## src/rtl/adcreg_pkg.sv

```systemverilog
package adcreg_pkg;

    // Where a 2-bit frame header sends the payload.
    typedef enum logic [1:0] {
        DST_NONE = 2'b00,
        DST_TEST = 2'b01,
        DST_CAL  = 2'b10,
        DST_CTRL = 2'b11
    } dest_e;

    // Which word a frame returns.
    typedef enum logic [1:0] {
        RS_DATA = 2'b00,
        RS_TEST = 2'b01,
        RS_CAL  = 2'b10,
        RS_STAT = 2'b11
    } rdsel_e;

    // How the calibration pointer walks the words.
    typedef enum logic [1:0] {
        CM_ALL  = 2'b00,
        CM_PAIR = 2'b01,
        CM_GAIN = 2'b10,
        CM_OFFS = 2'b11
    } calmode_e;

    // Field positions inside the control word and the status word.
    localparam int RDSEL_LSB  = 6;
    localparam int CALSEL_LSB = 0;

    // Word index inside the calibration set.
    localparam int IDX_GAIN = 0;
    localparam int IDX_OFFS = 1;

    // Number of steps in the walk for a given mode.
    function automatic int unsigned seq_len(calmode_e m, int unsigned n_words);
        case (m)
            CM_ALL:  return n_words;
            CM_PAIR: return 2;
            default: return 1;
        endcase
    endfunction

    // Word index reached at a given step of the walk.
    function automatic int unsigned seq_word(calmode_e m, int unsigned step);
        case (m)
            CM_ALL, CM_PAIR: return step;
            CM_GAIN:         return IDX_GAIN;
            default:         return IDX_OFFS;
        endcase
    endfunction

endpackage

```

## src/rtl/adcreg_frame_rx.sv

```systemverilog
module adcreg_frame_rx #(
    parameter int FRAME_W = 16,
    parameter int ADDR_W  = 2,
    localparam int PAY_W  = FRAME_W - ADDR_W,
    localparam int CNT_W  = $clog2(FRAME_W + 1)
) (
    input  logic              clk,
    input  logic              rst,
    input  logic              csel,
    input  logic              sdi,
    output logic              commit,
    output logic [ADDR_W-1:0] addr,
    output logic [PAY_W-1:0]  payload
);

    logic [CNT_W-1:0]   bit_cnt;
    logic [FRAME_W-2:0] shift_q;
    logic [FRAME_W-1:0] word;

    // The word as it stands once the current bit is included.
    assign word    = {shift_q, sdi};
    assign commit  = csel && (bit_cnt == CNT_W'(FRAME_W - 1));
    assign addr    = word[FRAME_W-1 -: ADDR_W];
    assign payload = word[PAY_W-1:0];

    always_ff @(posedge clk) begin
        if (rst) begin
            bit_cnt <= '0;
            shift_q <= '0;
        end else if (!csel) begin
            bit_cnt <= '0;
        end else if (bit_cnt < CNT_W'(FRAME_W)) begin
            // Saturating count: bits after the last one are dropped.
            bit_cnt <= bit_cnt + 1'b1;
            shift_q <= word[FRAME_W-2:0];
        end
    end

endmodule

```

## src/rtl/adcreg_bank.sv

```systemverilog
module adcreg_bank
    import adcreg_pkg::*;
#(
    parameter int ADDR_W  = 2,
    parameter int PAY_W   = 14,
    parameter int N_DAC   = 8,
    localparam int N_WORDS = N_DAC + 2,
    localparam int STEP_W  = $clog2(N_WORDS)
) (
    input  logic              clk,
    input  logic              rst,
    input  logic              commit,
    input  logic [ADDR_W-1:0] addr,
    input  logic [PAY_W-1:0]  payload,
    output logic [PAY_W-1:0]  ctrl_q,
    output logic [PAY_W-1:0]  test_q,
    output logic [PAY_W-1:0]  cal_word,
    output logic [STEP_W-1:0] step_q,
    output rdsel_e            rdsel,
    output calmode_e          cmode
);

    logic [PAY_W-1:0]  cal_q [N_WORDS];
    logic [STEP_W-1:0] step_nxt;
    logic [STEP_W-1:0] word_idx;
    dest_e             dest;
    logic              cal_touch;
    int unsigned       inc;

    assign dest  = dest_e'(addr[1:0]);
    assign rdsel = rdsel_e'(ctrl_q[RDSEL_LSB +: 2]);
    assign cmode = calmode_e'(ctrl_q[CALSEL_LSB +: 2]);

    assign word_idx = STEP_W'(seq_word(cmode, 32'(step_q)));
    assign cal_word = cal_q[word_idx];

    // A finished frame that reads or writes the calibration set moves the pointer.
    assign cal_touch = commit && ((dest == DST_CAL) || (rdsel == RS_CAL));

    always_comb begin
        inc      = 32'(step_q) + 1;
        step_nxt = (inc >= seq_len(cmode, N_WORDS)) ? '0 : STEP_W'(inc);
    end

    always_ff @(posedge clk) begin
        if (rst) begin
            ctrl_q <= '0;
            test_q <= '0;
            step_q <= '0;
            for (int k = 0; k < N_WORDS; k++) cal_q[k] <= '0;
        end else if (commit) begin
            case (dest)
                DST_TEST: test_q <= payload;
                DST_CTRL: ctrl_q <= payload;
                DST_CAL:  cal_q[word_idx] <= payload;
                default:  ;
            endcase
            if (dest == DST_CTRL)  step_q <= '0;
            else if (cal_touch)    step_q <= step_nxt;
        end
    end

endmodule

```

## src/rtl/adcreg_tx.sv

```systemverilog
module adcreg_tx
    import adcreg_pkg::*;
#(
    parameter int FRAME_W = 16,
    parameter int ADDR_W  = 2,
    parameter int RES_W   = 12,
    localparam int PAY_W  = FRAME_W - ADDR_W
) (
    input  logic               clk,
    input  logic               rst,
    input  logic               csel,
    input  logic [RES_W-1:0]   adc_data,
    input  logic               busy,
    input  rdsel_e             rdsel,
    input  calmode_e           cmode,
    input  logic [PAY_W-1:0]   test_q,
    input  logic [PAY_W-1:0]   cal_word,
    output logic [FRAME_W-1:0] tx_q,
    output logic               sdo
);

    logic [FRAME_W-1:0] rd_word;

    always_comb begin
        rd_word = '0;
        case (rdsel)
            RS_DATA: rd_word = {{(FRAME_W-RES_W){1'b0}}, adc_data};
            RS_TEST: rd_word = {{ADDR_W{1'b0}}, test_q};
            RS_CAL:  rd_word = {{ADDR_W{1'b0}}, cal_word};
            default: begin
                rd_word[FRAME_W-1]         = busy;
                rd_word[RDSEL_LSB +: 2]    = rdsel;
                rd_word[CALSEL_LSB +: 2]   = cmode;
            end
        endcase
    end

    // Preload while idle, shift while the frame runs.
    always_ff @(posedge clk) begin
        if (rst)        tx_q <= '0;
        else if (!csel) tx_q <= rd_word;
        else            tx_q <= {tx_q[FRAME_W-2:0], 1'b0};
    end

    assign sdo = tx_q[FRAME_W-1];

endmodule

```

## src/rtl/adc_regfile.sv

```systemverilog
module adc_regfile
    import adcreg_pkg::*;
#(
    parameter int FRAME_W = 16,
    parameter int ADDR_W  = 2,
    parameter int RES_W   = 12,
    parameter int N_DAC   = 8,
    localparam int PAY_W  = FRAME_W - ADDR_W,
    localparam int STEP_W = $clog2(N_DAC + 2)
) (
    input  logic             clk,
    input  logic             rst,
    input  logic             csel,
    input  logic             sdi,
    output logic             sdo,
    input  logic [RES_W-1:0] adc_data,
    input  logic             busy
);

    logic               commit;
    logic [ADDR_W-1:0]  addr;
    logic [PAY_W-1:0]   payload;
    logic [PAY_W-1:0]   ctrl_q;
    logic [PAY_W-1:0]   test_q;
    logic [PAY_W-1:0]   cal_word;
    logic [STEP_W-1:0]  step_q;
    logic [FRAME_W-1:0] tx_q;
    rdsel_e             rdsel;
    calmode_e           cmode;

    adcreg_frame_rx #(.FRAME_W(FRAME_W), .ADDR_W(ADDR_W)) u_rx (
        .clk(clk), .rst(rst), .csel(csel), .sdi(sdi),
        .commit(commit), .addr(addr), .payload(payload)
    );

    adcreg_bank #(.ADDR_W(ADDR_W), .PAY_W(PAY_W), .N_DAC(N_DAC)) u_bank (
        .clk(clk), .rst(rst), .commit(commit), .addr(addr), .payload(payload),
        .ctrl_q(ctrl_q), .test_q(test_q), .cal_word(cal_word),
        .step_q(step_q), .rdsel(rdsel), .cmode(cmode)
    );

    adcreg_tx #(.FRAME_W(FRAME_W), .ADDR_W(ADDR_W), .RES_W(RES_W)) u_tx (
        .clk(clk), .rst(rst), .csel(csel), .adc_data(adc_data), .busy(busy),
        .rdsel(rdsel), .cmode(cmode), .test_q(test_q), .cal_word(cal_word),
        .tx_q(tx_q), .sdo(sdo)
    );

endmodule

```

## config.mk

```make
export PLATFORM = sky130hd
export DESIGN_NAME = adc_regfile
export DESIGN_NICKNAME = d
export VERILOG_FILES = /design/src/rtl/adcreg_pkg.sv /design/src/rtl/adcreg_frame_rx.sv /design/src/rtl/adcreg_bank.sv /design/src/rtl/adcreg_tx.sv /design/src/rtl/adc_regfile.sv
export SDC_FILE = /design/constraint.sdc
export NUM_CORES = 1
export LEC_CHECK = 0
export ABC_AREA = 1
export BUFFER_PORTS_ARGS = -buffer_cell sky130_fd_sc_hd__clkbuf_2
export CAP_MARGIN = 20
export CORE_MARGIN = 2
export CORE_UTILIZATION = 35
export CTS_CLUSTER_SIZE = 14
export DETAILED_ROUTE_END_ITERATION = 7
export PLACE_DENSITY = 0.52
export SYNTH_ARGS = -nofsm -noshare
export SYNTH_HDL_FRONTEND = slang
export SYNTH_SLANG_ARGS = --single-unit
```

## constraint.sdc

```tcl
create_clock -name clk -period 3.5 [get_ports clk]
set_clock_uncertainty 0.1 [all_clocks]
set_input_delay 0.175 -clock clk [delete_from_list [all_inputs] [get_ports clk]]
set_output_delay 0.175 -clock clk [all_outputs]
set_load 0.005 [all_outputs]
```

==> summary.txt, run 1 <==
Outcome
  – Status: completed

Detailed routing
  – 1st-iter DRT viols: 782
  – Drt drc: 0
  – Post-Route WL: 34900 µm
  – Via count: 9062
  – Drt pass-1 iters: 5
  – ANT nets after route: 0
  – DR vias/cell: 5.07
  – WL per Instance: 19.5 µm

Pwr
  – Power Internal: 5.54 mW
  – PwrDens: 497 nW/µm²
  – Clock power share: 44.0%
  – P_sw: 1.45 mW
  – Switch share: 20.7%
  – Gate power share: 2.8%
  – Peak supply drop: 0.391 mV
  – Total power draw: 6.99 mW
  – Pleak: 5.27 nW
  – Register share of total power: 53.3%

Setup path
  – Crit. path cell count: 12
  – CP arrival: 3.59 ns
  – Worst Setup EP: u_tx.tx_q[6]
  – CP top delay family: buffers and inverters
  – Critical path fanouts, max: 46
  – Worst path slowest cell: dlygate4sd3_1
  – CP cell instances: inv_6 -> nand2_2 -> inv_2 -> buf_4 -> nand3_1 -> nand3_1 -> nand3_1 -> nand3_1 -> nand2_1 -> nand2_1 -> dlygate4sd3_1 -> nand2_1
  – CP Class: reg -> reg
  – Worst path max stage delay: 0.56 ns
  – Crit start category: flip-flop
  – R2r setup slk: 0.27 ns
  – Setup crit end kind: flip-flop
  – CP Launch Point: u_bank.ctrl_q[1]
  – Worst Path Buf+Inv: 4
  – Reg-to-Reg Start: u_bank.ctrl_q[1]
  – Most frequent cell on the critical path: nand3_1
  – R2r endpoint: u_tx.tx_q[6]
  – Register-to-Register Path Depth: 12
  – Crit path required time: 3.85 ns

CTS
  – Clk root buf: clkbuf_16
  – Clock sinks: 282
  – Depth of the CTS H-tree: 1
  – Clock-pin slew on the worst setup and hold paths: 0.06 ns
  – CTS tree: done
  – Post-cts sizing count: 0
  – Num CTS Buffers: 31
  – Clock buffer depth: 3
  – Skew-Pair Late Insertion Delay: 0.56 ns

Synthesis
  – Yosys top cell area share: 54.7%
  – Post-synthesis instance area: 12300 µm²
  – Synth Warn #: 0
  – Post-synth net total: 1288
  – Library cells used by synthesis: 33
  – Sequential area share after synthesis: 64.1%
  – Synth Area per Inst: 9.72 µm²
  – Synth top area cells: edfxtp_1, dfxtp_1, nand3_1, nand2_1, nor2_1
  – Most area-hungry cell type in the Yosys netlist: edfxtp_1
  – #FFs+latches synth: 282
  – Post-Syn Instances: 1265

Placement
  – Post-DP HPWL: 22200 µm
  – GPL Wtd Cong: 0.844
  – Port Buffers: 17

Timing
  – Actual slew at the worst max-slew pin: 0.979 ns
  – Setup TNS: 0 ns
  – Slew Viols, Final: 0
  – Max-slew headroom: 34.5%
  – Setup violators final: 0
  – Final Cycle Share: 92.4%
  – Final Hold Vio Count: 0
  – RSZ-0062 raised after global routing: no
  – Final min period: 3.23 ns
  – FMAX: 309 MHz

Layout
  – Layout cells sized above 1: 9.17%
  – Commonest cells after routing, fill and taps aside: nand2_1, nand3_1, edfxtp_1
  – Area Overhead vs Synth: 14.4%
  – Commonest non-fill, non-tap cell in the layout: nand2_1
  – Post-layout nets: 1329
  – Diode count: 0

Global routing
  – Largest net degree at the start of global routing: 82
  – Number of global-route vias before repair: 8856
  – Initial antenna violation count: 0
  – GRT overflow: 0
  – Gr usage total: 19.4%
  – First-pass GRT wire length: 53800 µm

Die
  – Ports: 18
  – Initial Utilization: 35.6%
  – Std cell rows: 68
  – Die H: 191 µm
  – DIE AREA: 36700 µm²
  – Die X: 191 µm
  – Core Area: 34500 µm²

Hold path
  – WHS Path Cells: 4
  – Worst hold path type: in -> reg

Run
  – Max Cap Viol: 0
[worst min-delay path by stage]
stage,from,endpoint,slack (ns)
finish,csel,u_tx.tx_q[12],0.03
global route,csel,u_rx.bit_cnt[3],0.06
CTS,csel,u_tx.tx_q[12],0.0002
detailed placement,u_tx.tx_q[13],u_tx.tx_q[14],0.31
global placement,u_tx.tx_q[13],u_tx.tx_q[14],0.30
floorplan,rst,u_bank.step_q[1],0.14
[metrics by stage]
step	utilization (%)	hold WS [ns]	worst slack [ns]	cell area, µm²	cells
6_report	40.7	0.0270	0.268	14100	1786
4_1_cts	40.7	0.000185	0.305	14100	1786
3_5_place_dp	37.5	0.312	0.441	12900	1710
5_1_grt	40.7	0.0605	0.0652	14100	1786
3_3_place_gp	37.5	0.299	0.487	12900	1710
2_1_floorplan	-	0.144	0.837	12300	1265
[cells by family (layout without fill, tap and decap cells)]
| logic type | count (synthesis) | count (layout) | synth area share, % |
|---|---|---|---|
| AO/OA/AOI/OAI | 70 | 70 | 3.18 |
| XOR/XNOR | 2 | 2 | 0.142 |
| adder cells (fa/ha/maj) | 6 | 6 | 0.610 |
| buffers and inverters | 135 | 201 | 5.08 |
| flip-flops | 282 | 282 | 64.1 |
| AND/OR/NAND/NOR | 770 | 770 | 26.9 |
[worst reg2reg max path, stage by stage, from the launching register on]
cell and delay, ns:
dfxtp_1 0.47, inv_6 0.16, nand2_2 0.32, inv_2 0.16, buf_4 0.53, nand3_1 0.16
nand3_1 0.16, nand3_1 0.18, nand3_1 0.15, nand2_1 0.07, nand2_1 0.06, dlygate4sd3_1 0.56
nand2_1 0.05
[cells in the mapped netlist (all sizes together)]
master	number
a21oi	20
and3	2
clkbuf	22
inv	68
buf	45
nor2	209
a32o	1
ha	6
nand2	318
dfxtp	58
nand3	231
nand3b	4
a22o	8
edfxtp	224
xor2	1
xnor2	1
a221oi	1
o21ai	39
nor3	5
o21bai	1
or2	1
[state kept, by name, summed over array words and instances (netlist names)]
signal	flops
u_bank.test_q	14
u_tx.tx_q	16
u_bank.cal_q	224
u_rx.shift_q	15
u_bank.step_q	4
u_bank.ctrl_q	4
u_rx.bit_cnt	5
[timing repair]
action | in CTS | in global routing
endpoints found under the hold margin | 19 | 0
hold buffers | 18 | 0
buffers inserted | 0 | 0
[cell type report]
type	count	area [µm²]
Clock buffer	56	935
Clock inverter	2	16.3
Fill cell	3486	20500
Inverter	68	260
Multi-Input combinational cell	848	3800
Sequential cell	282	7890
Tap cell	455	569
Timing Repair Buffer	75	603
[power groups by stage]
stage | logic, mW | clock network (mW) | registers (mW)
4_1_cts | 0.193 | 3.13 | 3.72
5_1_grt | 0.218 | 3.24 | 3.73
3_5_place_dp | 0.177 | 0 | 3.79
2_1_floorplan | 0.114 | 0 | 3.78
3_3_place_gp | 0.177 | 0 | 3.79
6_report | 0.193 | 3.07 | 3.72
[per-layer routing]
metal | GRT usage (%) | wire [µm]
met2 | 31.1 | 15900
met4 | 5.62 | 1070
met1 | 27.7 | 16000
met3 | 2.40 | 1930
met5 | 0 | 0
No activity file was read; power rests on OpenSTA's default activity.
==> run 2, diff against run 1 <==
--- a/config.mk
+++ b/config.mk
@@ -12,6 +12,7 @@
 export CORE_UTILIZATION = 35
 export CTS_CLUSTER_SIZE = 14
 export DETAILED_ROUTE_END_ITERATION = 7
+export HOLD_SLACK_MARGIN = 0.12
 export PLACE_DENSITY = 0.52
 export SYNTH_ARGS = -nofsm -noshare
 export SYNTH_HDL_FRONTEND = slang
==> run 2 against run 1 <==
Core utilization is 0.058 points higher. Clock power hardly changed. Worst setup slack better by 0.0022 ns. Global-route usage hardly changed. Critical path depth stayed put. Die area stayed put. Critical path type unchanged. Critical endpoint unchanged.
==> summary.txt, run 2 (synthesis results as in run 1) <==
Outcome
  – Status: completed

Hold path
  – End of the worst hold path: u_tx.tx_q[14]
  – Hold_sp: u_tx.tx_q[13]
  – Worst hold path type: reg -> reg
  – WHS Path Cells: 2 (-2)

Die
  – Die X: 191 µm (unchanged)
  – Initial Utilization: 35.6% (unchanged)
  – Core Area: 34500 µm² (unchanged)
  – Std cell rows: 68 (unchanged)
  – Die H: 191 µm (unchanged)
  – DIE AREA: 36700 µm² (unchanged)
  – Ports: 18 (unchanged)

Timing
  – Worst setup margin: 0.270 ns (+0.00221 ns)
  – RSZ-0062 raised after global routing: no
  – Final min period: 3.23 ns (-0.00221 ns)
  – Setup violators final: 0 (unchanged)
  – Final Hold Vio Count: 0 (unchanged)
  – Max-slew headroom: 36.5% (+2.0 points)
  – Slew Viols, Final: 0 (unchanged)
  – Setup TNS: 0 ns (unchanged)
  – FMAX: 310 MHz (about the same)
  – Final Cycle Share: 92.3% (about the same)
  – Actual slew at the worst max-slew pin: 0.949 ns (-0.0298 ns)

Global routing
  – Number of global-route vias before repair: 8856 (unchanged)
  – Largest net degree at the start of global routing: 82 (unchanged)
  – GRT overflow: 0 (unchanged)
  – First-pass GRT wire length: 53700 µm (about the same)
  – Initial antenna violation count: 0 (unchanged)
  – Gr usage total: 19.4% (about the same)

Pwr
  – Pleak: 5.28 nW (+0.21%)
  – Switch share: 20.7% (-0.035 points)
  – Total power draw: 6.99 mW (about the same)
  – Clock power share: 43.9% (about the same)
  – PwrDens: 496 nW/µm² (-0.17%)
  – Register share of total power: 53.3% (about the same)
  – Gate power share: 2.8% (about the same)
  – Peak supply drop: 0.387 mV (-0.94%)
  – P_sw: 1.45 mW (-0.20%)
  – Power Internal: 5.54 mW (about the same)

CTS
  – Num CTS Buffers: 31 (unchanged)
  – Post-cts sizing count: 0 (unchanged)
  – Skew-Pair Late Insertion Delay: 0.56 ns (about the same)
  – Clock buffer depth: 3 (unchanged)
  – Clock sinks: 282 (unchanged)
  – Clk root buf: clkbuf_16
  – CTS tree: done
  – # Post-CTS Setup Buffers: 0 (unchanged)
  – Depth of the CTS H-tree: 1 (unchanged)
  – Clock-pin slew on the worst setup and hold paths: 0.06 ns (about the same)

Layout
  – Biggest regs: u_bank.cal_q: 224 flops, u_tx.tx_q: 16 flops, u_rx.shift_q: 15 flops
  – Area Overhead vs Synth: 14.5%
  – Post-route design area: 14100 µm² (+0.14%)
  – Layout cells sized above 1: 9.15% (-0.014 points)
  – Commonest non-fill, non-tap cell in the layout: nand2_1
  – Commonest cells after routing, fill and taps aside: nand2_1, nand3_1, edfxtp_1
  – Fill cells: 3484 (-0.057%)
  – Max FFs per register: 224 (unchanged)
  – Post-layout nets: 1331 (+0.15%)
  – Register bank with the most flops: u_bank.cal_q
  – Diode count: 0 (unchanged)

Run
  – Max Cap Viol: 0 (unchanged)

Setup path
  – Register-to-Register Path Depth: 12 (unchanged)
  – Setup crit end kind: flip-flop
  – Crit path required time: 3.85 ns (about the same)
  – CP Class: reg -> reg
  – Critical path fanouts, max: 46 (unchanged)
  – R2r endpoint: u_tx.tx_q[6]
  – R2r setup slk: 0.27 ns (about the same)
  – CP arrival: 3.58 ns (about the same)
  – Reg-to-Reg Start: u_bank.ctrl_q[1]
  – Crit start category: flip-flop

Detailed routing
  – Via count: 8993 (-0.76%)
  – 1st-iter DRT viols: 752 (-3.8%)
  – Post-Route WL: 34900 µm (about the same)
  – WL per Instance: 19.5 µm (about the same)
  – Drt drc: 0 (unchanged)
  – DR vias/cell: 5.03 (-0.87%)
  – ANT nets after route: 0 (unchanged)
  – Drt pass-1 iters: 5 (unchanged)

Placement
  – Dpl ws: 0.441 ns (unchanged)
  – Placed Area: 12900 µm² (unchanged)
  – Post-DP HPWL: 22200 µm (unchanged)
  – GPL Wtd Cong: 0.844 (unchanged)
  – Port Buffers: 17 (unchanged)
## run 2: worst max-delay path: stages, from the launching register on
cell and delay (ns):
dfxtp_1 0.47, inv_6 0.16, nand2_2 0.32, inv_2 0.15
buf_4 0.52, nand3_1 0.15, nand3_1 0.16, nand3_1 0.18
nand3_1 0.15, nand2_1 0.07, nand2_1 0.06, dlygate4sd3_1 0.56
nand2_1 0.05
## run 2: power by group through the flow
stage               Clock (mW)  Combinational [mW]  Sequential, mW
floorplan                    0               0.114            3.78
global placement             0               0.177            3.79
detailed placement           0               0.177            3.79
CTS                       3.13               0.194            3.72
global route              3.24               0.219            3.73
finish                    3.07               0.194            3.72
## run 2: worst max-delay path by stage
stage | start | endpoint | slack (ns) | depth (start not counted)
3_5_place_dp | u_rx.bit_cnt[1] | u_bank.cal_q[3][8] | 0.44 | 12
2_1_floorplan | u_rx.bit_cnt[0] | u_bank.cal_q[15][0] | 0.84 | 11
3_3_place_gp | u_rx.bit_cnt[0] | u_bank.cal_q[3][11] | 0.49 | 12
5_1_grt | u_bank.ctrl_q[1] | u_tx.tx_q[6] | 0.07 | 12
4_1_cts | u_bank.ctrl_q[1] | u_tx.tx_q[7] | 0.31 | 12
6_report | u_bank.ctrl_q[1] | u_tx.tx_q[6] | 0.27 | 12
## run 2: layout make-up
cell class              count  area, µm²  share of cell area (%)
inverters                  68        260                    1.85
clock buffers              56        935                    6.63
repair buffers             77        623                    4.42
multi-input cells         848       3800                    27.0
flip-flops and latches    282       7890                    56.0
well taps                 455        569                    4.04
clock inverters             2       16.3                   0.115
## run 2: metal layers
layer	share of wire [%]	up-vias	wire length [µm]	global-route usage, %
li1	-	4358	-	-
met1	46	4345	16200	27.6
met2	46	237	16000	31.1
met3	4.9	53	1700	2.40
met4	2.9	0	1010	5.62
met5	0	-	0	0
## run 2: metrics by stage
stage               cells  utilization [%]  hold slack (ns)
floorplan            1265                -            0.144
global placement     1710             37.5            0.299
detailed placement   1710             37.5            0.312
CTS                  1788             40.8            0.320
global route         1788             40.8            0.341
finish               1788             40.8            0.315
## run 2: repair_timing
item,CTS,global route
hold endpoints to repair,27,0
hold buffers,20,0
endpoints found under the setup margin,0,0
